File: config.mk
export PLATFORM = sky130hd
export DESIGN_NAME = pc_pager_unit
export DESIGN_NICKNAME = d
export VERILOG_FILES = /design/src/rtl/pcu_pkg.sv /design/src/rtl/pcu_decode.sv /design/src/rtl/pcu_sequencer.sv /design/src/rtl/pcu_stack_port.sv /design/src/rtl/pcu_pc_reg.sv /design/src/rtl/pc_pager_unit.sv
export SDC_FILE = /design/constraint.sdc
export NUM_CORES = 1
export LEC_CHECK = 0
export BUFFER_PORTS_ARGS = -buffer_cell sky130_fd_sc_hd__buf_2
export CORE_UTILIZATION = 50
export CTS_CLUSTER_SIZE = 12
export DETAILED_ROUTE_END_ITERATION = 10
export PLACE_DENSITY = 0.73
export SLEW_MARGIN = 30
export SYNTH_ARGS = -nofsm -noshare
export SYNTH_HDL_FRONTEND = slang
export SYNTH_SLANG_ARGS = --single-unit
File: constraint.sdc
create_clock -name clk -period 3.4 [get_ports clk]
set_input_delay 0.34 -clock clk [delete_from_list [all_inputs] [get_ports clk]]
set_output_delay 0.34 -clock clk [all_outputs]
set_load 0.005 [all_outputs]
File: src/rtl/pcu_pkg.sv
package pcu_pkg;
  localparam int BYTE_W  = 8;
  localparam int PAGE_W  = BYTE_W;
  localparam int OFS_W   = 2 * BYTE_W;
  localparam int PC_W    = PAGE_W + OFS_W;
  localparam int FRAME_N = PC_W / BYTE_W;
  localparam int CNT_W   = 3;
  localparam int SHORT_W = 11;

  localparam logic [BYTE_W-1:0] OPC_LJMP  = 8'h02;
  localparam logic [BYTE_W-1:0] OPC_LCALL = 8'h12;
  localparam logic [BYTE_W-1:0] OPC_RET   = 8'h22;
  localparam logic [BYTE_W-1:0] OPC_RETI  = 8'h32;
  localparam logic [4:0]        SCALL_LOW = 5'b10001;

  typedef enum logic [2:0] {
    K_NONE, K_SCALL, K_LCALL, K_LJMP, K_RET, K_IRQ
  } kind_e;

  // index of the final busy cycle of each sequence
  function automatic logic [CNT_W-1:0] seq_last(kind_e k);
    case (k)
      K_SCALL, K_LJMP:        seq_last = CNT_W'(2);
      K_LCALL, K_RET, K_IRQ:  seq_last = CNT_W'(3);
      default:                seq_last = '0;
    endcase
  endfunction

  function automatic logic is_push(kind_e k);
    is_push = (k == K_SCALL) || (k == K_LCALL) || (k == K_IRQ);
  endfunction

  // busy cycle in which the first frame byte is written
  function automatic logic [CNT_W-1:0] push_base(kind_e k);
    push_base = (k == K_SCALL) ? CNT_W'(0) : CNT_W'(1);
  endfunction
endpackage

File: src/rtl/pcu_decode.sv
module pcu_decode
  import pcu_pkg::*;
(
  input  logic              valid,
  input  logic [BYTE_W-1:0] opcode,
  output kind_e             kind,
  output logic [1:0]        adv
);
  always_comb begin
    kind = K_NONE;
    adv  = 2'd0;
    if (valid) begin
      case (opcode)
        OPC_LCALL: begin kind = K_LCALL; adv = 2'd3; end
        OPC_LJMP:  kind = K_LJMP;
        OPC_RET,
        OPC_RETI:  kind = K_RET;
        default: begin
          if (opcode[4:0] == SCALL_LOW) begin
            kind = K_SCALL;
            adv  = 2'd2;
          end
        end
      endcase
    end
  end
endmodule

File: src/rtl/pcu_sequencer.sv
module pcu_sequencer
  import pcu_pkg::*;
(
  input  logic              clk,
  input  logic              rst_n,
  input  logic              irq_req,
  input  logic [OFS_W-1:0]  irq_vec,
  input  kind_e             dec_kind,
  input  logic [BYTE_W-1:0] op_code,
  input  logic [BYTE_W-1:0] arg_hi,
  input  logic [BYTE_W-1:0] arg_lo,
  input  logic [PAGE_W-1:0] page_in,
  output logic              busy,
  output logic              acc_op,
  output logic              acc_any,
  output kind_e             kind_cur,
  output logic [OFS_W-1:0]  tgt,
  output logic [PAGE_W-1:0] pg,
  output logic              push_en,
  output logic              pop_en,
  output logic [1:0]        idx,
  output logic              finish
);
  logic              busy_q, busy_d;
  logic [CNT_W-1:0]  cnt_q, cnt_d;
  kind_e             kind_q, kind_d;
  logic [OFS_W-1:0]  tgt_q, tgt_d;
  logic [PAGE_W-1:0] pg_q, pg_d;
  logic              take_irq, take_op, reg_en;
  logic [CNT_W-1:0]  base, rel;

  assign take_irq = irq_req & ~busy_q;
  assign take_op  = ~busy_q & ~irq_req & (dec_kind != K_NONE);
  assign finish   = busy_q & (cnt_q == seq_last(kind_q));
  assign reg_en   = take_irq | take_op | busy_q;

  always_comb begin
    busy_d = busy_q;
    cnt_d  = cnt_q;
    kind_d = kind_q;
    tgt_d  = tgt_q;
    pg_d   = pg_q;
    if (take_irq) begin
      busy_d = 1'b1;
      cnt_d  = '0;
      kind_d = K_IRQ;
      tgt_d  = irq_vec;
      pg_d   = '0;
    end else if (take_op) begin
      busy_d = 1'b1;
      cnt_d  = '0;
      kind_d = dec_kind;
      pg_d   = page_in;
      if (dec_kind == K_SCALL)
        tgt_d = {{(OFS_W-SHORT_W){1'b0}}, op_code[7:5], arg_lo};
      else
        tgt_d = {arg_hi, arg_lo};
    end else if (busy_q) begin
      if (finish) begin
        busy_d = 1'b0;
        cnt_d  = '0;
        kind_d = K_NONE;
      end else begin
        cnt_d = cnt_q + 1'b1;
      end
    end
  end

  always_ff @(posedge clk or negedge rst_n) begin
    if (!rst_n) begin
      busy_q <= 1'b0;
      cnt_q  <= '0;
      kind_q <= K_NONE;
      tgt_q  <= '0;
      pg_q   <= '0;
    end else if (reg_en) begin
      busy_q <= busy_d;
      cnt_q  <= cnt_d;
      kind_q <= kind_d;
      tgt_q  <= tgt_d;
      pg_q   <= pg_d;
    end
  end

  assign base    = push_base(kind_q);
  assign rel     = cnt_q - base;
  assign push_en = busy_q & is_push(kind_q) & (cnt_q >= base) &
                   (rel < CNT_W'(FRAME_N));
  assign pop_en  = busy_q & (kind_q == K_RET) & (cnt_q < CNT_W'(FRAME_N));
  assign idx     = push_en ? rel[1:0] : cnt_q[1:0];

  assign busy     = busy_q;
  assign acc_op   = take_op;
  assign acc_any  = take_op | take_irq;
  assign kind_cur = kind_q;
  assign tgt      = tgt_q;
  assign pg       = pg_q;
endmodule

File: src/rtl/pcu_stack_port.sv
module pcu_stack_port
  import pcu_pkg::*;
#(
  parameter int              SP_W    = 8,
  parameter logic [SP_W-1:0] SP_INIT = 8'h07
) (
  input  logic              clk,
  input  logic              rst_n,
  input  logic              push_en,
  input  logic              pop_en,
  input  logic [1:0]        idx,
  input  logic [PC_W-1:0]   pc,
  output logic [SP_W-1:0]   stk_addr,
  output logic [BYTE_W-1:0] stk_wdata,
  output logic              stk_we
);
  logic [SP_W-1:0]   sp_q, sp_d;
  logic              sp_en;
  logic [BYTE_W-1:0] pc_byte [FRAME_N];

  // byte lanes of the PC, lane 0 is the lowest
  for (genvar g = 0; g < FRAME_N; g++) begin : g_lane
    assign pc_byte[g] = pc[g*BYTE_W +: BYTE_W];
  end

  assign sp_en = push_en | pop_en;

  always_comb begin
    sp_d = sp_q;
    if (push_en)     sp_d = sp_q + 1'b1;
    else if (pop_en) sp_d = sp_q - 1'b1;
  end

  always_ff @(posedge clk or negedge rst_n) begin
    if (!rst_n)     sp_q <= SP_INIT;
    else if (sp_en) sp_q <= sp_d;
  end

  always_comb begin
    stk_addr  = push_en ? sp_q + 1'b1 : sp_q;
    stk_we    = push_en;
    stk_wdata = '0;
    if (push_en) begin
      case (idx)
        2'd0:    stk_wdata = pc_byte[0];
        2'd1:    stk_wdata = pc_byte[1];
        default: stk_wdata = pc_byte[2];
      endcase
    end
  end
endmodule

File: src/rtl/pcu_pc_reg.sv
module pcu_pc_reg
  import pcu_pkg::*;
(
  input  logic              clk,
  input  logic              rst_n,
  input  logic              step_en,
  input  logic              adv_en,
  input  logic [1:0]        adv,
  input  logic              pop_en,
  input  logic [1:0]        idx,
  input  logic [BYTE_W-1:0] rdata,
  input  logic              finish,
  input  kind_e             kind,
  input  logic [OFS_W-1:0]  tgt,
  input  logic [PAGE_W-1:0] pg,
  output logic [PC_W-1:0]   pc
);
  logic [PC_W-1:0]   pc_q, pc_d, load_val;
  logic              pc_en;
  logic [BYTE_W-1:0] pop_q [FRAME_N];
  logic [OFS_W-1:0]  ofs;

  assign ofs = pc_q[OFS_W-1:0];

  // frame bytes arrive page first, low byte last
  for (genvar g = 0; g < FRAME_N; g++) begin : g_pop
    always_ff @(posedge clk or negedge rst_n) begin
      if (!rst_n)
        pop_q[g] <= '0;
      else if (pop_en && (idx == 2'(g)))
        pop_q[g] <= rdata;
    end
  end

  always_comb begin
    case (kind)
      K_SCALL: load_val = {pg, ofs[OFS_W-1:SHORT_W], tgt[SHORT_W-1:0]};
      K_RET:   load_val = {pop_q[0], pop_q[1], pop_q[2]};
      default: load_val = {pg, tgt};
    endcase
  end

  assign pc_en = finish | adv_en | step_en;

  always_comb begin
    pc_d = pc_q;
    if (finish)       pc_d = load_val;
    else if (adv_en)  pc_d = {pc_q[PC_W-1:OFS_W], ofs + OFS_W'(adv)};
    else if (step_en) pc_d = {pc_q[PC_W-1:OFS_W], ofs + 1'b1};
  end

  always_ff @(posedge clk or negedge rst_n) begin
    if (!rst_n)     pc_q <= '0;
    else if (pc_en) pc_q <= pc_d;
  end

  assign pc = pc_q;
endmodule

File: src/rtl/pc_pager_unit.sv
module pc_pager_unit
  import pcu_pkg::*;
#(
  parameter int              SP_W    = 8,
  parameter logic [SP_W-1:0] SP_INIT = 8'h07
) (
  input  logic        clk,
  input  logic        rst_n,
  input  logic        op_valid,
  input  logic [7:0]  op_code,
  input  logic [7:0]  op_arg_hi,
  input  logic [7:0]  op_arg_lo,
  input  logic [7:0]  addr_page,
  input  logic        pc_step,
  input  logic        irq_req,
  input  logic [15:0] irq_vec,
  input  logic [7:0]  stk_rdata,
  output logic [23:0] pc_out,
  output logic [SP_W-1:0] stk_addr,
  output logic [7:0]  stk_wdata,
  output logic        stk_we,
  output logic        busy
);
  logic [1:0]        rst_sync;
  logic              rst_int_n;
  kind_e             dec_kind, kind_cur;
  logic [1:0]        dec_adv, idx;
  logic              acc_op, acc_any, push_en, pop_en, finish, step_en;
  logic [OFS_W-1:0]  tgt;
  logic [PAGE_W-1:0] pg;

  always_ff @(posedge clk or negedge rst_n) begin
    if (!rst_n) rst_sync <= 2'b00;
    else        rst_sync <= {rst_sync[0], 1'b1};
  end
  assign rst_int_n = rst_sync[1];

  pcu_decode u_dec (
    .valid  (op_valid),
    .opcode (op_code),
    .kind   (dec_kind),
    .adv    (dec_adv)
  );

  pcu_sequencer u_seq (
    .clk      (clk),
    .rst_n    (rst_int_n),
    .irq_req  (irq_req),
    .irq_vec  (irq_vec),
    .dec_kind (dec_kind),
    .op_code  (op_code),
    .arg_hi   (op_arg_hi),
    .arg_lo   (op_arg_lo),
    .page_in  (addr_page),
    .busy     (busy),
    .acc_op   (acc_op),
    .acc_any  (acc_any),
    .kind_cur (kind_cur),
    .tgt      (tgt),
    .pg       (pg),
    .push_en  (push_en),
    .pop_en   (pop_en),
    .idx      (idx),
    .finish   (finish)
  );

  assign step_en = pc_step & ~busy & ~acc_any;

  pcu_pc_reg u_pc (
    .clk     (clk),
    .rst_n   (rst_int_n),
    .step_en (step_en),
    .adv_en  (acc_op),
    .adv     (dec_adv),
    .pop_en  (pop_en),
    .idx     (idx),
    .rdata   (stk_rdata),
    .finish  (finish),
    .kind    (kind_cur),
    .tgt     (tgt),
    .pg      (pg),
    .pc      (pc_out)
  );

  pcu_stack_port #(.SP_W(SP_W), .SP_INIT(SP_INIT)) u_stk (
    .clk       (clk),
    .rst_n     (rst_int_n),
    .push_en   (push_en),
    .pop_en    (pop_en),
    .idx       (idx),
    .pc        (pc_out),
    .stk_addr  (stk_addr),
    .stk_wdata (stk_wdata),
    .stk_we    (stk_we)
  );
endmodule

==> summary.md, run 1 <==
| Metric | Value |
|---|---|
| Outcome | `complete, no violations` |
| Largest net degree at the start of global routing | `65` |
| Setup Viol. Count Final | `0` |
| Fin crit share | `0.966` |
| Area of the multi-input gates | `approximately 0.0028 mm²` |
| Global route overflow | `0` |
| PortBufs | `slightly above 100` |
| Placed Instances | `772` |
| Synth Area in Compound Gates | `0.173` |
| Top delay family on crit path | `compound AO/OA/AOI/OAI gates` |
| # fillers | `about 910` |
| Mapped Cells | `558` |
| Worst-skew pair later-pin latency | `about 0.37 ns` |
| CTS max path bufs | `2` |
| GRT Total Usage | `0.268` |
| Rel. slew slack | `0.404` |
| Root Driver | `clkbuf_8` |
| Worst r2r path cells | `10` |
| Synth area leader | `dfrtp_1` |
| Simple-gate portion of the synthesized area | `0.219` |
| CP max stage cell | `dfrtp_1` |
| Number of H-tree levels | `3` |
| DR vias/cell | `approximately 6.0` |
| Yosys top cell area share | `0.410` |
| Num Clock Sinks | `between 80 and 90` |
| 1st-iter DRT viols | `roughly 600` |
| CP dominant cell by count | `ha_1` |
| Main synth FF type | `dfrtp_1` |
| Worst-Margin Slew | `0.888 ns` |
| CP startpoint kind | `flip-flop` |
| Initial Utilization | `0.513` |
| Fin nets | `719` |
| Hold Crit Depth | `3` |
| Comb pwr share | `0.504` |
| Asr flop ratio synth | `1.00` |
| Power share of the clock group | `0.131` |
| First-pass GRT wire length | `about 23000 µm` |
| NetSw | `between 2000 and 3000 µW` |
| Top post-synthesis cells by area | `dfrtp_1 (41%), nand2_1 (6.6%), mux2_2 (5.2%)` |
| GP Congestion | `~0.9` |
| Maximum Capacitance Violations | `0` |
| Number of diodes | `0` |
| Worst EP arrival | `slightly below 3 ns` |
| Row count | `37` |
| Synthesized Nets | `between 600 and 700` |
| Finished Core Util | `0.595` |
| Syn-to-layout area delta | `15.9%` |
| Main combinational cell family by area after synthesis | `simple AND/OR/NAND/NOR gates` |
| Crit-path max FO | `18` |
| Min setup slack post-route | `~0.12 ns` |
| Reg clk slew, reported paths | `about 0.09 ns` |
| Unique masters post-synth | `75` |
| Max Slew Vio Count | `0` |
| Critical path type | `flip-flop to output pin` |
| Flop pwr share | `0.365` |
| Die Span Y | `104 µm` |
| Crit path required time | `3.06 ns` |
| CP bufs+invs | `2` |
| Post-synthesis mux area share | `0.0823` |
| Total CTS buffers | `9` |
| Initial antenna violation count | `0` |
| Routed Antenna Nets | `0` |
| Final Non-Filler Cells | `between 700 and 800` |
| Worst Hold Class | `primary input to flip-flop` |
| Register Area | `0.00224 mm²` |
| Crit end category | `output pin` |
| Cell Chain, Critical Path | `nand2b_1, or2_1, ha_1, ha_1, buf_4, and4b_1, a22o_1, o31ai_1, a31oi_1, buf_2` |
| Share of layout cells above drive strength 1 | `0.279` |
| DRT Wirelength | `~14000 µm` |
| WHS | `about 0.16 ns` |
| CTS tree | `built` |
| Number of synthesized flops with an enable pin | `0` |
| Synthesized area per cell | `around 9.4 µm²` |
| Dpl ws | `about 0.36 ns` |
| Sequential share of the synthesized area | `0.425` |
| Synthesized flop and latch total | `89` |
| Count leader, synth | `nand2_1` |
| Int Pwr | `between 3000 and 4000 µW` |
| Sw frac | `0.444` |
| Slowest stage delay, CP | `0.38 ns` |
| DP HPWL | `around 11000 µm` |
| Post-Syn Area | `~0.0052 mm²` |
| Top post-synthesis cells by count | `nand2_1 (92), dfrtp_1 (86), mux2_2 (24), nand3_1 (24), nor2_1 (23)` |
| XOR/XNOR share of the synthesized area | `0.0300` |
| Number of global-route vias before repair | `between 4000 and 5000` |
| Max frequency | `~300 MHz` |
| I/O Pins | `slightly above 100` |
| Die width | `between 100 and 150 µm` |
| Clk_skew | `~0.012 ns` |
| Routed WL per cell | `17.6 µm` |
| Fin Setup TNS | `0 ns` |
| VDD IR max | `0.384 mV` |
| Lkg Pwr | `0.00280 µW` |
| Drt drc | `0` |
| Hold Violations, Final | `0` |
| Routed via count | `between 4000 and 5000` |
| Die area | `between 0.01 and 0.015 mm²` |
| Crit path depth | `10` |
| Synth Area in Adders | `0.0253` |
| Ys Warns | `0` |
| Post-CTS Setup Inserts | `0` |
| Core area | `approximately 0.010 mm²` |
| Minimum clock period | `3.28 ns` |
| Pre-antenna DRT Iters | `7` |
| PD cells | `about 940 mW/mm²` |
-- layer usage --
| layer | GRT usage | up-vias | share of wire |
|---|---|---|---|
| met3 | 0.0388 | 28 | 0.071 |
| met2 | 0.423 | 210 | 0.47 |
| met1 | 0.375 | 2291 | 0.44 |
| met5 | 0 | - | 0 |
| met4 | 0.0959 | 0 | 0.020 |
| li1 | - | 2220 | - |
-- flip-flops by register name (all words and copies together), names as in the netlist --
signal          flops
rst_sync            2
u_pc.pc            24
u_pc.pop_q         24
u_seq.busy          1
u_seq.cnt_q         3
u_seq.kind_cur      3
u_seq.pg            8
u_seq.tgt          16
u_stk.sp_q          8
-- power groups by stage --
stage                     combinational (µW)  clock (µW)  sequential, µW
after global routing                    3220         799            2160
after detailed placement                2830           0            2100
after CTS                               2850         761            2080
final                                   2900         751            2100
after floorplan                         2160           0            1870
after global placement                  2740           0            2080
-- cell families (layout without fill, tap and decap cells) --
kind of cell               after synthesis  count (layout)
adders and majority gates               10              10
other                                    1               1
xor gates and xnor gates                18              18
DFF                                     89              89
buffers and inverters                   49             144
AOI/OAI and AO/OA                      132             132
muxes                                   40              40
and+or+nand+nor                        219             219
-- area by class of cell --
| class | count | area share |
|---|---|---|
| Sequential cell | 89 | 0.368 |
| Timing Repair Buffer | 118 | 0.104 |
| Inverter | 10 | 0.00699 |
| Multi-Input combinational cell | 420 | 0.460 |
| Clock inverter | 6 | 0.0121 |
| Clock buffer | 10 | 0.0210 |
| Tap cell | 136 | 0.0280 |
-- metrics by stage --
step	instance area [µm²]	total power (µW)
final	6080	5750
after CTS	6060	5690
after global placement	5850	4820
after floorplan	5250	4030
after detailed placement	5850	4930
after global routing	6080	6180
-- layout by cell type, fill, tap and decap left out, drive strengths merged, types with 4 or more instances in the layout --
| cell type | count |
|---|---|
| a211oi | 6 |
| a21o | 8 |
| a21oi | 20 |
| a22oi | 10 |
| a31oi | 20 |
| and2 | 4 |
| and3 | 13 |
| buf | 117 |
| clkbuf | 10 |
| dfrtp | 86 |
| ha | 9 |
| inv | 12 |
| mux2 | 25 |
| mux2i | 15 |
| nand2 | 92 |
| nand2b | 9 |
| nand3 | 24 |
| nand4 | 12 |
| nor2 | 23 |
| nor2b | 6 |
| nor3 | 10 |
| nor4 | 8 |
| o21ai | 26 |
| o31ai | 9 |
| xnor2 | 16 |
-- what timing repair did --
item                                    4_1_cts  5_1_grt
gates resized for setup                       1        6
hold buffers                                  1        0
hold endpoints to repair                      2        0
endpoints found under the setup margin        6       12
-- final timing paths --
kind / start / end / slack (ns)
max in group asynchronous: rst_sync[1] / u_seq.cnt_q[0] / 2.24
worst max-delay path: u_seq.kind_cur[1] / stk_wdata[7] / 0.12
worst max register to register: u_seq.busy / u_pc.pc[10] / 0.86
worst min-delay path: addr_page[7] / u_seq.pg[7] / 0.16
min in group asynchronous: rst_n / rst_sync[1] / 0.26
worst min register to register: rst_sync[0] / rst_sync[1] / 0.36
-- worst register-to-register path, cell delays in order, from the launching register on --
cell	delay (ns)
dfrtp_1	0.35
nor2_1	0.04
buf_4	0.16
o211a_1	0.16
o21ai_0	0.09
ha_1	0.19
inv_1	0.05
fa_1	0.49
nor4_4	0.51
a311oi_1	0.16
a211oi_1	0.23
Power figures use the tool's default switching activity.
==> inputs of run 2 (changes only) <==
--- a/config.mk
+++ b/config.mk
@@ -10,7 +10,8 @@
 export CTS_CLUSTER_SIZE = 12
 export DETAILED_ROUTE_END_ITERATION = 10
-export PLACE_DENSITY = 0.73
+export PLACE_DENSITY = 0.74
 export SLEW_MARGIN = 30
 export SYNTH_ARGS = -nofsm -noshare
 export SYNTH_HDL_FRONTEND = slang
+export SYNTH_HIERARCHICAL = 1
 export SYNTH_SLANG_ARGS = --single-unit
==> constraint.sdc (replaced) <==
create_clock -name clk -period 3.4 [get_ports clk]
set_input_delay 0.34 -clock clk [delete_from_list [all_inputs] [get_ports clk]]
set_output_delay 0.34 -clock clk [all_outputs]
set_load 0.1 [all_outputs]
==> run 2 against run 1 <==
The flow now finishes with violations (setup timing). Routed wire length down 4.6%. Clock skew is 0.0061 ns higher. Sequential cell count is the same. Die area down 1.6%. Final cell count is 3.3% lower. First-iteration DRC count is 50% lower. Non-clock buffer count up 13. Core utilization grew 9.0 points. Worst setup slack worse by 0.29 ns. Area after synthesis down 1.7%.
==> summary.md, run 2 <==
| Metric | Value |
|---|---|
| Outcome | `complete, but fails checks` |
| Failing checks | `setup timing` |
| DP HPWL | `slightly below 10000 µm` |
| Die area | `0.0107 mm²` |
| Global route overflow | `0` |
| Post-Syn Area | `~0.0052 mm²` |
| Cell Chain, Critical Path | `nand2b_4, or2_4, ha_4, nor2_1, a211o_1, a221o_1, mux2i_4, buf_6, mux2_4, mux2i_4, nor2_4, buf_12` |
| Die Span Y | `104 µm` |
| Crit path required time | `between 3 and 4 ns` |
| CP startpoint kind | `flip-flop` |
| CTS tree | `built` |
| Sequential share of the synthesized area | `0.432` |
| Count leader, synth | `dfrtp_1` |
| Fin Setup TNS | `-1.74 ns` |
| First-pass GRT wire length | `approximately 22000 µm` |
| Root Driver | `clkbuf_8` |
| Finished Core Util | `0.685` |
| Max frequency | `around 280 MHz` |
| Top post-synthesis cells by count | `dfrtp_1 (86), nand2_1 (59), mux2i_1 (44)` |
| I/O Pins | `around 100` |
| Critical path type | `flip-flop to output pin` |
| Rel. slew slack | `0.434` |
| CP max stage cell | `dfrtp_1` |
| Commonest non-fill, non-tap cell in the layout | `buf_2` |
| Number of H-tree levels | `3` |
| Fin nets | `roughly 700` |
| Number of diodes | `0` |
| Fin crit share | `1.05` |
| Largest net degree at the start of global routing | `47` |
| Routed Antenna Nets | `0` |
| Syn-to-layout area delta | `31.5%` |
| Yosys top cell area share | `0.417` |
| Mapped Cells | `slightly above 500` |
| Drt drc | `0` |
| CTS max path bufs | `2` |
| Routed via count | `about 4400` |
| Ys Warns | `6` |
| Routed WL per cell | `17.4 µm` |
| Initial Utilization | `0.521` |
| DRT Wirelength | `13300 µm` |
| Die width | `just over 100 µm` |
| Top post-synthesis cells by area | `dfrtp_1 (42%), mux2i_1 (8.5%), mux2_2 (8.5%)` |
| CP dominant cell by count | `mux2i_4` |
| GP Congestion | `between 0.8 and 0.9` |
| Main synth FF type | `dfrtp_1` |
| Number of global-route vias before repair | `4372` |
| PortBufs | `102` |
| Worst-skew pair later-pin latency | `around 0.36 ns` |
| Setup Viol. Count Final | `13` |
| Row count | `36` |
| Synthesized Nets | `a little under 600` |
| Worst r2r path cells | `14` |
| Num Clock Sinks | `89` |
| Total CTS buffers | `9` |
| Hold Violations, Final | `0` |
| Share of layout cells above drive strength 1 | `0.389` |
| Most frequent cells in the layout | `buf_2 (86), dfrtp_1 (84), nand2_1 (59)` |
| Minimum clock period | `approximately 3.6 ns` |
| Synthesized area per cell | `approximately 10 µm²` |
| Crit-path max FO | `5` |
| Max Slew Vio Count | `0` |
| Synth area leader | `dfrtp_1` |
| Crit path depth | `12` |
| Critical Path Sink | `stk_wdata[3]` |
| R2R Setup Slk | `0.07 ns` |
| Clk_skew | `0.0180 ns` |
| Worst Hold Class | `primary input to flip-flop` |
| Initial antenna violation count | `0` |
| Crit path from | `u_seq/kind_cur[1]` |
| Crit end category | `output pin` |
| Min setup slack post-route | `-0.172 ns` |
| Asr flop ratio synth | `1.00` |
| Core area | `0.00991 mm²` |
| Unique masters post-synth | `71` |
| Worst-Margin Slew | `0.848 ns` |
| Maximum Capacitance Violations | `0` |
| CP bufs+invs | `2` |
| Slowest stage delay, CP | `about 0.38 ns` |
| Synthesized flop and latch total | `between 80 and 90` |
| Number of synthesized flops with an enable pin | `0` |
| GRT Total Usage | `0.257` |
| 1st-iter DRT viols | `slightly above 300` |
| Pre-antenna DRT Iters | `7` |
| Worst EP arrival | `between 3 and 4 ns` |
| RSZ-0062 raised after global routing | `yes` |
| Critical R2R Capture | `u_pc/pop_q[23]` |
| RR Startpoint | `u_seq/kind_cur[1]` |
| Reg clk slew, reported paths | `approximately 0.1 ns` |
| DR vias/cell | `~5.7` |
| Top delay family on crit path | `multiplexers` |
-- run 2: changes by cell type after synthesis, moves of 7 or more --
cell	change
nor2_1	+13
o31ai_1	-7
clkbuf_1	-11
o21ai_1	-8
nand2_1	-33
mux2i_1	+29
a31oi_1	-19
mux2_2	+15
and3_1	-11
nand4_1	-9
nand3_1	-18
o21ai_0	+19
-- run 2: worst min path at each step --
stage | start | endpoint | slack, ns | cells past startpoint
floorplan | rst_n | rst_sync[0] | 0.04 | 0
global placement | rst_n | rst_sync[0] | 0.13 | 1
detailed placement | rst_n | rst_sync[1] | 0.13 | 1
CTS | addr_page[4] | u_seq/pg[4] | 0.17 | 3
global route | addr_page[5] | u_seq/pg[5] | 0.17 | 3
finish | addr_page[4] | u_seq/pg[4] | 0.19 | 3
-- run 2: through the flow --
step	std cells	hold WS, ns	instance area [µm²]	worst slack (ns)
2_1_floorplan	506	0.0444	5390	-0.168
3_3_place_gp	736	0.125	6300	0.0645
3_5_place_dp	737	0.130	6320	0.0132
4_1_cts	761	0.172	6760	-0.183
5_1_grt	763	0.174	6790	-0.263
6_report	763	0.189	6790	-0.172
-- run 2: worst register-to-register path, delay by kind of cell, from the launching register on --
| family | cells | cell delay (ns) |
|---|---|---|
| compound gates | 2 | 0.61 |
| mux | 2 | 0.59 |
| buf+inv | 5 | 0.76 |
| flops | 1 | 0.38 |
| fa+ha+maj | 1 | 0.29 |
| simple gates | 4 | 0.61 |
-- run 2: cell families after synthesis --
kind of cell / after synthesis / synth area share
xor+xnor: 20 / 0.0339
compound gates: 93 / 0.112
fa+ha+maj: 10 / 0.0257
simple gates: 171 / 0.185
mux: 84 / 0.173
flops: 89 / 0.432
buf+inv: 38 / 0.0373
other cells: 1 / 0.000727
-- run 2: layout make-up --
| cell class | count | area, µm² |
|---|---|---|
| Clock buffer | 10 | 128 |
| Sequential cell | 89 | 2240 |
| Tap cell | 133 | 166 |
| Inverter | 15 | 57.6 |
| Multi-Input combinational cell | 379 | 3120 |
| Fill cell | 752 | 3120 |
| Timing Repair Buffer | 131 | 1000 |
| Clock inverter | 6 | 72.6 |
-- run 2: repair_timing --
action                                  in CTS  in global routing
hold buffers                                 1                  0
gates cloned                                 1                  0
endpoints found under the setup margin      11                 32
pin swaps                                   12                  2
buffers inserted                             6                  2
hold endpoints to repair                     2                  0
resized for setup                           33                  1
-- run 2: metal layers --
| metal | part of all wire | track usage |
|---|---|---|
| met2 | 0.48 | 0.420 |
| met3 | 0.052 | 0.0352 |
| met5 | 0 | 0 |
| met1 | 0.46 | 0.351 |
| met4 | 0.012 | 0.0880 |
Power of run 2 is not shown: default switching activity piles up to over one toggle a cycle in this logic, so the estimate is an artifact.
==> inputs of run 3 (changes only) <==
- PLACE_DENSITY: 0.74 -> 0.73
==> run 3 against run 2 <==
Final cell count grew 0.39%. Critical endpoint unchanged. Global-route usage grew 0.29 points. The run still ends with setup timing left. Non-clock buffer count grew 3. Register-to-register slack lost 0.06 ns. Die area is the same. Worst setup slack lost 0.029 ns. Largest cell class unchanged. Routed wire length grew 2.2%.
==> summary.md, run 3 (synthesized netlist as in run 2, its figures left out) <==
| Metric | Value |
|---|---|
| CTS max path bufs | `2` |
| Worst EP arrival | `~3.3 ns` |
| RSZ-0062 raised after global routing | `yes` |
| Worst Hold Class | `primary input to flip-flop` |
| Global route overflow | `0` |
| Routed WL per cell | `about 18 µm` |
| CP startpoint kind | `flip-flop` |
| Grt peak-use layer | `met2` |
| Total CTS buffers | `9` |
| Worst-Margin Slew | `0.817 ns` |
| Initial Utilization | `0.521` |
| Hold Violations, Final | `0` |
| Critical path type | `flip-flop to output pin` |
| Post-route design area | `0.00681 mm²` |
| Top delay family on crit path | `multiplexers` |
| Fin crit share | `1.06` |
| Max Slew Vio Count | `0` |
| DP Area | `between 0.006 and 0.007 mm²` |
| Setup Viol. Count Final | `12` |
| Failing checks | `setup timing` |
| Row count | `36` |
| GR Util met3 | `0.0403` |
| Share of layout cells above drive strength 1 | `0.397` |
| Outcome | `complete, but fails checks` |
| Global Route met1 Usage | `0.356` |
| PortBufs | `102` |
| R2R Setup Slk | `~0.010 ns` |
| GP Congestion | `0.863` |
| Core area | `a little under 0.01 mm²` |
| Slowest stage delay, CP | `slightly below 0.4 ns` |
| CP max stage cell | `dfrtp_1` |
| Rel. slew slack | `0.455` |
| Reg clk slew, reported paths | `approximately 0.10 ns` |
| DP HPWL | `9600 µm` |
| Fin nets | `between 600 and 700` |
| Cell Chain, Critical Path | `nand2b_4, or2_4, ha_4, ha_2, a211o_1, a221o_1, mux2i_4, buf_6, mux2_4, mux2i_4, nor2_4, buf_12` |
| Worst-skew pair later-pin latency | `0.37 ns` |
| Maximum Capacitance Violations | `0` |
| Number of diodes | `0` |
| CP bufs+invs | `2` |
| GRT Total Usage | `0.259` |
| Clk_skew | `between 0.01 and 0.015 ns` |
| Minimum clock period | `3.60 ns` |
| Syn-to-layout area delta | `32.0%` |
| First-pass GRT wire length | `roughly 22000 µm` |
| Largest net degree at the start of global routing | `around 80` |
| Routed via count | `about 4400` |
| DR vias/cell | `between 5 and 6` |
| Crit end category | `output pin` |
| 1st-iter DRT viols | `270` |
| Min setup slack post-route | `-0.201 ns` |
| Commonest non-fill, non-tap cell in the layout | `buf_2` |
| Most frequent cells in the layout | `buf_2 (86), dfrtp_1 (84), nand2_1 (58)` |
| Number of global-route vias before repair | `between 4000 and 5000` |
| I/O Pins | `just over 100` |
| CP dominant cell by count | `mux2i_4` |
| Die Span Y | `about 100 µm` |
| Crit path required time | `slightly above 3 ns` |
| Number of H-tree levels | `3` |
| Routing usage on met2 | `0.419` |
| Initial antenna violation count | `0` |
| Max frequency | `around 280 MHz` |
| Root Driver | `clkbuf_8` |
| Num Clock Sinks | `a little under 90` |
| Die area | `about 0.011 mm²` |
| Routed Antenna Nets | `0` |
| Crit-path max FO | `5` |
| Drt drc | `0` |
| Die width | `between 100 and 150 µm` |
| CTS tree | `built` |
| Pre-antenna DRT Iters | `5` |
| DRT Wirelength | `between 10000 and 15000 µm` |
## run 3: cell type report
class	count	area, µm²
multi-input combinational	379	3130
fill	742	3100
sequential	89	2240
timing repair buffer	134	1020
tap	133	166
clock buffer	9	124
clock inverter	7	68.8
inverter	15	62.6
## run 3: metal layers
| metal | share of wire | vias up | wire, µm |
|---|---|---|---|
| li1 | - | 2066 | - |
| met1 | 0.44 | 2182 | 5990 |
| met2 | 0.48 | 169 | 6500 |
| met3 | 0.061 | 22 | 823 |
| met4 | 0.020 | 0 | 269 |
| met5 | 0 | - | 0 |
## run 3: per-stage QoR
stage          TNS, ns  utilization  hold slack [ns]  std cells  setup slack (ns)
6_report         -1.87        0.687            0.176        766            -0.201
2_1_floorplan    -1.54            -           0.0444        506            -0.168
5_1_grt          -3.76        0.687            0.180        766            -0.286
4_1_cts          -2.07        0.680            0.162        761            -0.190
3_3_place_gp         0        0.634            0.125        736            0.0770
3_5_place_dp         0        0.634            0.128        736            0.0463
## run 3: what timing repair did
| item | 4_1_cts | 5_1_grt |
|---|---|---|
| setup endpoints to repair | 13 | 32 |
| cloned | 2 | 0 |
| hold buffers | 1 | 0 |
| pin swaps | 11 | 6 |
| setup buffers | 6 | 4 |
| resized for setup | 39 | 8 |
| hold endpoints to repair | 2 | 0 |
## run 3: worst paths after layout
path,cells past startpoint,end,startpoint
worst min-delay path,3,u_seq/pg[4],addr_page[4]
max in group asynchronous,1,u_stk/sp_q[1],rst_sync[1]
min in group asynchronous,2,rst_sync[0],rst_n
worst max register to register,14,u_pc/pop_q[20],u_seq/kind_cur[1]
worst min register to register,0,u_pc/pop_q[16],rst_sync[1]
worst max-delay path,12,stk_wdata[3],u_seq/kind_cur[1]
## run 3: tightest hold or removal path: stages
cell	delay [ns]
buf_2	0.08
nand2_1	0.04
o21ai_0	0.06
Power of run 3 is left out for the same reason.
